### config.mk
export PLATFORM = sky130hd
export DESIGN_NAME = wr_merge2
export DESIGN_NICKNAME = d
export VERILOG_FILES = /design/src/rtl/wr_merge2.sv
export SDC_FILE = /design/constraint.sdc
export NUM_CORES = 1
export LEC_CHECK = 0
export ABC_AREA = 1
export BUFFER_PORTS_ARGS = -buffer_cell sky130_fd_sc_hd__buf_2
export CORE_AREA = 2 2 104 106
export CTS_BUF_LIST = sky130_fd_sc_hd__clkbuf_4 sky130_fd_sc_hd__clkbuf_8
export DETAILED_ROUTE_END_ITERATION = 10
export DIE_AREA = 0 0 106 108
export PLACE_DENSITY = 0.56
export SYNTH_ARGS = -nofsm -noshare
export SYNTH_HDL_FRONTEND = slang
export SYNTH_SLANG_ARGS = --single-unit
### constraint.sdc
create_clock -name clk -period 4.11 [get_ports clk]
set_input_delay 0.2055 -clock clk [delete_from_list [all_inputs] [get_ports clk]]
set_output_delay 0.2055 -clock clk [all_outputs]
set_load 0.02 [all_outputs]
### src/rtl/wr_merge2.sv
module wr_merge2 #(
  parameter int ID_W   = 4,
  parameter int ADDR_W = 32,
  parameter int DATA_W = 32,
  parameter int LEN_W  = 8,
  parameter int DEPTH  = 4,
  parameter int WGT0   = 3,
  parameter int WGT1   = 1
) (
  input  logic              clk,
  input  logic              rst_n,
  input  logic              m0_awvalid,
  output logic              m0_awready,
  input  logic [ID_W-1:0]   m0_awid,
  input  logic [ADDR_W-1:0] m0_awaddr,
  input  logic [LEN_W-1:0]  m0_awlen,
  input  logic              m0_wvalid,
  output logic              m0_wready,
  input  logic [DATA_W-1:0] m0_wdata,
  input  logic              m0_wlast,
  output logic              m0_bvalid,
  input  logic              m0_bready,
  output logic [ID_W-1:0]   m0_bid,
  output logic [1:0]        m0_bresp,
  input  logic              m1_awvalid,
  output logic              m1_awready,
  input  logic [ID_W-1:0]   m1_awid,
  input  logic [ADDR_W-1:0] m1_awaddr,
  input  logic [LEN_W-1:0]  m1_awlen,
  input  logic              m1_wvalid,
  output logic              m1_wready,
  input  logic [DATA_W-1:0] m1_wdata,
  input  logic              m1_wlast,
  output logic              m1_bvalid,
  input  logic              m1_bready,
  output logic [ID_W-1:0]   m1_bid,
  output logic [1:0]        m1_bresp,
  output logic              s_awvalid,
  input  logic              s_awready,
  output logic [ID_W-1:0]   s_awid,
  output logic [ADDR_W-1:0] s_awaddr,
  output logic [LEN_W-1:0]  s_awlen,
  output logic              s_wvalid,
  input  logic              s_wready,
  output logic [DATA_W-1:0] s_wdata,
  output logic              s_wlast,
  input  logic              s_bvalid,
  output logic              s_bready,
  input  logic [ID_W-1:0]   s_bid,
  input  logic [1:0]        s_bresp
);
  localparam int PW   = (DEPTH > 1) ? $clog2(DEPTH) : 1;
  localparam int CW   = $clog2(DEPTH + 1);
  localparam int WMAX = (WGT0 > WGT1) ? WGT0 : WGT1;
  localparam int KW   = $clog2(WMAX + 1) + 1;

  function automatic logic [PW-1:0] step(input logic [PW-1:0] p);
    return (p == PW'(DEPTH - 1)) ? '0 : p + PW'(1);
  endfunction

  logic [1:0]       awv;
  logic             ptr, hold, hold_sel;
  logic [KW-1:0]    used;
  logic [DEPTH-1:0] owner;
  logic [PW-1:0]    wr_p, wh_p, bh_p;
  logic [CW-1:0]    w_cnt, b_cnt;

  assign awv = {m1_awvalid, m0_awvalid};

  // address arbitration: a pending offer is frozen until accepted
  wire full = (b_cnt == CW'(DEPTH));
  wire pick = hold ? hold_sel : (awv[ptr] ? ptr : ~ptr);
  wire aw_hs = s_awvalid & s_awready;
  wire [KW-1:0] wgt_pick = pick ? KW'(WGT1) : KW'(WGT0);
  wire [KW-1:0] used_nx  = (pick == ptr) ? used + KW'(1) : KW'(1);

  assign s_awvalid  = awv[pick] & ~full;
  assign s_awid     = pick ? m1_awid   : m0_awid;
  assign s_awaddr   = pick ? m1_awaddr : m0_awaddr;
  assign s_awlen    = pick ? m1_awlen  : m0_awlen;
  assign m0_awready = aw_hs & ~pick;
  assign m1_awready = aw_hs & pick;

  // data steering from the oldest unfinished entry
  wire w_any  = (w_cnt != '0);
  wire w_own  = owner[wh_p];
  wire w_done = s_wvalid & s_wready & s_wlast;

  assign s_wvalid  = w_any & (w_own ? m1_wvalid : m0_wvalid);
  assign s_wdata   = w_own ? m1_wdata : m0_wdata;
  assign s_wlast   = w_own ? m1_wlast : m0_wlast;
  assign m0_wready = w_any & ~w_own & s_wready;
  assign m1_wready = w_any & w_own & s_wready;

  // response return in grant order
  wire b_any  = (b_cnt != '0);
  wire b_own  = owner[bh_p];
  wire b_done = s_bvalid & s_bready;

  assign m0_bvalid = s_bvalid & b_any & ~b_own;
  assign m1_bvalid = s_bvalid & b_any & b_own;
  assign m0_bid    = s_bid;
  assign m1_bid    = s_bid;
  assign m0_bresp  = s_bresp;
  assign m1_bresp  = s_bresp;
  assign s_bready  = b_any & (b_own ? m1_bready : m0_bready);

  always_ff @(posedge clk) begin
    if (!rst_n) begin
      ptr      <= 1'b0;
      used     <= '0;
      hold     <= 1'b0;
      hold_sel <= 1'b0;
      owner    <= '0;
      wr_p     <= '0;
      wh_p     <= '0;
      bh_p     <= '0;
      w_cnt    <= '0;
      b_cnt    <= '0;
    end else begin
      hold     <= s_awvalid & ~s_awready;
      hold_sel <= pick;
      if (aw_hs) begin
        owner[wr_p] <= pick;
        wr_p        <= step(wr_p);
        if (used_nx >= wgt_pick) begin
          ptr  <= ~pick;
          used <= '0;
        end else begin
          ptr  <= pick;
          used <= used_nx;
        end
      end
      if (w_done) wh_p <= step(wh_p);
      if (b_done) bh_p <= step(bh_p);
      w_cnt <= w_cnt + CW'(aw_hs) - CW'(w_done);
      b_cnt <= b_cnt + CW'(aw_hs) - CW'(b_done);
    end
  end

  // streak of contested grants, kept only for the fairness check
  logic          stk_mgr;
  logic [KW-1:0] stk_len;
  always_ff @(posedge clk) begin
    if (!rst_n) begin
      stk_mgr <= 1'b0;
      stk_len <= '0;
    end else if (aw_hs) begin
      if (!awv[~pick]) stk_len <= '0;
      else if (stk_mgr == pick && stk_len != '0) stk_len <= stk_len + KW'(1);
      else begin
        stk_mgr <= pick;
        stk_len <= KW'(1);
      end
    end
  end

  p_fair_r2: assert property (@(posedge clk) disable iff (!rst_n)
    (aw_hs && awv[~pick] && stk_mgr == pick && stk_len != '0) |-> (stk_len < wgt_pick));

  p_no_overflow_r3: assert property (@(posedge clk) disable iff (!rst_n)
    (b_cnt <= CW'(DEPTH)) && (w_cnt <= b_cnt));

  p_w_steady_r4: assert property (@(posedge clk) disable iff (!rst_n)
    (s_wvalid && !s_wready) |=> (s_wvalid && $stable(s_wdata) && $stable(s_wlast)));

  p_one_wready_r5: assert property (@(posedge clk) disable iff (!rst_n)
    $onehot0({m1_wready, m0_wready}));

  p_one_bvalid_r6: assert property (@(posedge clk) disable iff (!rst_n)
    $onehot0({m1_bvalid, m0_bvalid}));

  p_aw_steady_r7: assert property (@(posedge clk) disable iff (!rst_n)
    (s_awvalid && !s_awready) |=> (s_awvalid && $stable(s_awid) && $stable(s_awaddr) && $stable(s_awlen)));
endmodule

# Word level (Yosys, flattened, before mapping)
# Index checks and enable logic that the tools add are counted.
dict set report op_classes {
  add_sub_neg 8
  n_lt_le_gt_ge 7
  n_eq_ne 5
  n_mux 27
  n_bitwise 23
  n_reduce_logical 3
}
# operator count
set op_table {}
lappend op_table {{32-bit two-way mux} 2}
lappend op_table {{1-bit AND} 17}
lappend op_table {{1-bit two-way mux} 13}
lappend op_table {{2-bit by 3-bit less-than comparator with 1-bit output, second input constant} 3}
lappend op_table {{2-bit two-way mux} 4}
lappend op_table {{8-bit two-way mux} 1}
lappend op_table {{2-bit by 1-bit adder with 2-bit output, second input constant} 3}
lappend op_table {{3-bit by 1-bit adder with 3-bit output} 2}
lappend op_table {{2-bit == test, second input constant} 3}
lappend op_table {{3-bit two-way mux} 2}
lappend op_table {{1-bit inverter} 6}
lappend op_table {{3-bit nonzero test} 2}
lappend op_table {{3-bit by 1-bit subtractor with 3-bit output} 2}
lappend op_table {{1-bit binary-select mux with 2-bit select} 2}
lappend op_table {{4-bit bitwise mux} 1}
lappend op_table {{1-bit by 2-bit less-than comparator with 1-bit output, second input constant} 2}
lappend op_table {{4-bit two-way mux} 1}
lappend op_table {{3-bit by 1-bit adder with 3-bit output, second input constant} 1}
lappend op_table {{3-bit == test, second input constant} 1}
lappend op_table {{3-bit by 2-bit >= comparator with 1-bit output} 1}
lappend op_table {{1-bit demux with 2-bit select} 1}
lappend op_table {{2-bit by 1-bit >= comparator with 1-bit output, second input constant} 1}
lappend op_table {{1-bit == test} 1}
lappend op_table {{1-bit logical AND} 1}
dict set report word_totals {
  reg_bits 22
  in_bits 171
  out_inout_bits 98
  word_cells 83
}

# Depth between registers and ports, before layout
dict set report logic_depth {
  ltp_word 10
  depth_mapped 16
  depth_no_buf 15
}

# Worst setup path after synthesis
# OpenSTA, ideal clock, no wires.
dict set report synth_timing {
  path_kind {register to register}
  start {reg bh_p[0]}
  end {reg b_cnt[2]}
  setup_ps 124
  arrival_time_ps 2230
  required_time_ps 3986
  slack_ps 1756
  path_stages_with_launch 16
  n_path_buf 0
  period_less_slack_ps 2354
  cell_sequence {dfxtp_1 > inv_1 > nand2_1 > nand3_1 > nand2_1 > or2_2 > nand3_1 > inv_1 > ha_1 > inv_1 > ha_1 > inv_1 > fa_1 > xor2_1 > o21ai_0 > a21oi_1}
}
dict set report synth_between {
  elab_chain_cells 6
}
# item line_no
set synth_rtl {}
lappend synth_rtl {{start: declaration} 65} ;# logic [PW-1:0] wr_p, wh_p, bh_p;
lappend synth_rtl {{start signal: assignment} 135} ;# if (b_done) bh_p <= step(bh_p);
lappend synth_rtl {{1-bit binary-select mux with 2-bit select} 97} ;# wire b_own = owner[bh_p];
lappend synth_rtl {{1-bit two-way mux (not written as such)} 97}
lappend synth_rtl {{1-bit two-way mux} 106} ;# assign s_bready = b_any & (b_own ? m1_bready : m0_bready);
lappend synth_rtl {{1-bit AND} 106}
lappend synth_rtl {{1-bit AND} 98} ;# wire b_done = s_bvalid & s_bready;
lappend synth_rtl {{net b_done} 98}
lappend synth_rtl {{3-bit by 1-bit subtractor with 3-bit output} 137} ;# b_cnt <= b_cnt + CW'(aw_hs) - CW'(b_done);
lappend synth_rtl {{end signal: assignment} 137}
lappend synth_rtl {{end: declaration} 66} ;# logic [CW-1:0] w_cnt, b_cnt;
# The timed path passes the listed nets, and every way through them passes these cells. The select of a mux whose other input is x is not followed.
# A chain may end at the register's enable or synchronous reset.

# Worst setup path after layout
dict set report layout_timing {
  start {reg wh_p[0]}
  end {reg w_cnt[2]}
}
dict set report layout_between {
  elab_chain_cells 7
  word_cells_on_any_way 8
  classes_between {1 x add/sub; 4 x mux; 3 x bitwise}
}
# item line_no
set layout_rtl {}
lappend layout_rtl {{start: declaration} 65}
lappend layout_rtl {{start signal: assignment} 134} ;# if (w_done) wh_p <= step(wh_p);
lappend layout_rtl {{1-bit binary-select mux with 2-bit select (*)} 86} ;# wire w_own = owner[wh_p];
lappend layout_rtl {{1-bit two-way mux (not written as such) (*)} 86}
lappend layout_rtl {{1-bit two-way mux} 89} ;# assign s_wvalid = w_any & (w_own ? m1_wvalid : m0_wvalid);
lappend layout_rtl {{1-bit AND} 89}
lappend layout_rtl {{1-bit AND} 87} ;# wire w_done = s_wvalid & s_wready & s_wlast;
lappend layout_rtl {{1-bit AND (*)} 87}
lappend layout_rtl {{net w_done} 87}
lappend layout_rtl {{3-bit by 1-bit subtractor with 3-bit output (*)} 136} ;# w_cnt <= w_cnt + CW'(aw_hs) - CW'(w_done);
lappend layout_rtl {{end signal: assignment} 136}
lappend layout_rtl {{end: declaration} 66}
# The timed path passes the listed nets; every way through them passes the cells marked *. The select of a mux whose other input is x is not followed.

==> impl_results.md <==
* Horizontal die dimension at 106 um
* Core outline area at 10200 um^2
* Unique cell type count in the Yosys netlist at 33
* GP Congestion at 0.777
* Post-route cell area at 3720 um^2
* Effective utilization at floorplan at 23.5%
* CP cell instances: inv_1, nand2_1, nand3_1, nand2_1, nand2_1, o21a_4, nor3_4, ha_1, inv_1, ha_1, inv_1, fa_1, inv_1, o21ai_0, a21oi_1
* Pin count of the biggest net entering global routing at 49
* Setup fix buffers added after clock tree synthesis at 0
* Worst hold endpoint: hold
* Dominant cells by area after synthesis: nand2_1 27%, dfxtp_1 18%, mux2_2 15%, ha_1 5.7%, inv_1 5.3%
* Number of hold buffers added after cts at 0
* Post-CTS sizing at 0
* Number of synthesized flops with an enable pin at 0
* Max-slew violation count at 0
* Worst voltage drop across the vdd grid at 0.000184 V
* Clock-pin slew on the worst setup and hold paths at 0.08 ns
* Critical path's most frequent cell: inv_1
* Clock network latency to the later pin of the worst-skew pair at 0.26 ns
* Type of destination of the critical path: flip-flop
* R2r startpoint: wh_p[0]
* Run status: finished, final reports clean
* Least-Margin Pin Slew at 0.536 ns
* Cell accounting for the most synthesized area: nand2_1
* Number of endpoints failing setup at the final stage at 0
* Highest achievable clock rate at 373 MHz
* Die footprint at 11400 um^2
* Number of DRC markers in iteration 0 at 129
* CP required at 4.31 ns
* Global-route met2 utilization at 26.5%
* Synthesized net count at 564
* Post-detailed-placement cell area at 3650 um^2
* Avg Cell Area, Syn at 6.32 um^2
* Vias at 3114
* Hold Violations, Final at 0
* Hold Worst Slack at 0.133 ns
* Top-area cell type share of the netlist area at 27.2%
* H-tree Lvls at 1
* Main flop type after synthesis: dfxtp_1
* Final total negative setup slack at 0 ns
* Synth async-reset ratio at 0%
* Element type at the critical path start: flip-flop
* Tightest slew margin relative to the limit at 64.3%
* Slowest-stage cell, CP: dfxtp_1
* Total of flip-flops plus latches after synthesis at 22
* Number of non-filler instances in the completed layout at 746
* Count of warnings emitted by yosys at 0
* Number of cells produced by synthesis at 380
* Fraction of the cycle the final worst path needs at 65.1%
* Worst-case register-to-register setup slack at 1.43 ns
* Number of cells on the worst reg-to-reg path at 15
* Detailed-route wire length per cell at 11.6 um
* Total congestion overflow after global routing at 0
* Initial antenna violation count at 1
* Count of maximum capacitance violations at 0
* Setup repair after global routing missed its margin: false
* Remaining number of nets flagged by the antenna check after routing at 0
* Met3 capacity usage during global routing at 2.11%
* Lkg Pwr at 2.29 nW
* Wire length of the first global-routing pass at 13.0 mm
* Remaining DRCs at 0
* Vertical die dimension at 108 um
* Ports placed on the boundary at 269
* Number of input and output port buffers inserted at 250
* Number of rows in the core area at 37
* Final HPWL DP at 7.31 mm
* Sum of routed wire length over all layers at 8.62 mm
* CTS tree: built
* Nets at 794
* Number of filler instances in the final layout at 1100
* Number of vias per cell after detailed routing at 4.17
* Busiest layer in global routing: met2
* Total routing resource utilization after global routing at 13.6%
* Total clock buffers created by CTS at 3
* Layout cells sized above 1 at 49.6%
* Critical path class: flip-flop to flip-flop
* Most repeated cell in the gate-level netlist after synthesis: nand2_1
* Layout-stage area growth over the synthesis result at 55.0%
* CP arrival at 2.88 ns
* Buffers from clock root to sink, at most at 2
* First-pass DRT Iterations at 4
* Met1 Usage GRT at 15.5%
* Time the worst path needs with I/O delays and setup at 2.68 ns
* Largest fanout on the critical path at 13
* Placed instance count at 741
* CTS Root Buffer Type: clkbuf_8
* Worst hold stages at 2
* Critical path's largest stage delay at 0.42 ns
* Beginning of the worst hold path: s_awready
* Register area share after synthesis at 18.4%
* Via count of the first global-routing pass at 3004
* Worst clock skew at 0.00234 ns
* Sink count of the clock tree at 22
* Areal power density over the cells at 485 nW/um^2
* Worst reg2reg endpoint: w_cnt[2]
* Class of the tightest hold or removal check: input port to flip-flop
* List of most frequent post-synthesis cells: 174 x nand2_1, 34 x inv_1, 32 x mux2_2
* Post-Syn Area at 2400 um^2
layout make-up:
cell class / count / area [um^2] / share of cell area (%)
repair buffers: 252 / 1270 / 34.0
clock buffers: 3 / 41.3 / 1.11
well taps: 136 / 170 / 4.57
clock inverters: 1 / 30.0 / 0.807
multi-input cells: 294 / 1620 / 43.6
inverters: 37 / 146 / 3.94
diodes: 1 / 2.50 / 0.0673
flip-flops and latches: 22 / 440 / 11.8
worst max-delay path: cells and delay by family, from the launching register on:
| family | cells | cell delay (ns) |
|---|---|---|
| buffers and inverters | 4 | 0.25 |
| and+or+nand+nor | 5 | 0.83 |
| DFF | 1 | 0.42 |
| AOI/OAI and AO/OA | 3 | 0.38 |
| adders and majority gates | 3 | 0.73 |
sequential cells by signal (all words and copies together) (netlist names):
register / count
used: 3
b_cnt: 3
wh_p: 2
hold: 1
ptr: 1
bh_p: 2
hold_sel: 1
wr_p: 2
w_cnt: 3
owner: 4
worst max-delay path by stage:
stage	startpoint	to	slack, ns	cells after the start
after floorplan	bh_p[0]	b_cnt[2]	1.76	15
after global placement	wh_p[0]	w_cnt[2]	1.54	15
after detailed placement	wh_p[0]	w_cnt[2]	1.44	15
after CTS	wh_p[0]	w_cnt[2]	1.43	15
after global routing	wh_p[0]	w_cnt[2]	1.08	15
final	wh_p[0]	w_cnt[2]	1.43	15
layer usage:
metal / wire, um / vias to the layer above
met5: 0 / -
met4: 109 / 0
met3: 578 / 7
met2: 4500 / 128
met1: 3440 / 1349
li1: - / 1630
through the flow:
step                power (mW)  util, %  setup WS [ns]
finish                    1.80     36.4           1.43
global route              1.98     36.4           1.08
CTS                       1.83     36.3           1.43
detailed placement        1.62     35.6           1.44
global placement          1.60     35.6           1.54
floorplan                 1.26        -           1.76
power breakdown:
part	switching (mW)	internal, mW	leakage [nW]	total (mW)
logic	0.816	0.476	2.07	1.29
registers	0.0449	0.265	0.180	0.310
clock network	0.0726	0.130	0.0357	0.203
layout by cell type, fill, tap and decap left out, types with 3 or more instances in the layout:
master    Yosys  final
buf_2         8    250
nand2_1     174    174
inv_1        34     34
mux2_2       32     32
dfxtp_1      22     22
nor2_1       20     20
o21ai_0      12     12
nand3_1      11     11
ha_1         11     11
a21oi_1      10     10
clkbuf_8      0      3
kinds of logic (layout without fill, tap and decap cells):
family / count (synthesis) / count (layout) / share of synthesized area (%)
xor+xnor: 3 / 3 / 1.10
compound gates: 25 / 25 / 6.26
flops: 22 / 22 / 18.4
other cells: 0 / 1 / 0
mux: 32 / 32 / 15.0
buf+inv: 64 / 293 / 14.0
simple gates: 221 / 221 / 37.9
fa+ha+maj: 13 / 13 / 7.40
Note: power is estimated with default switching activity, not from simulation.
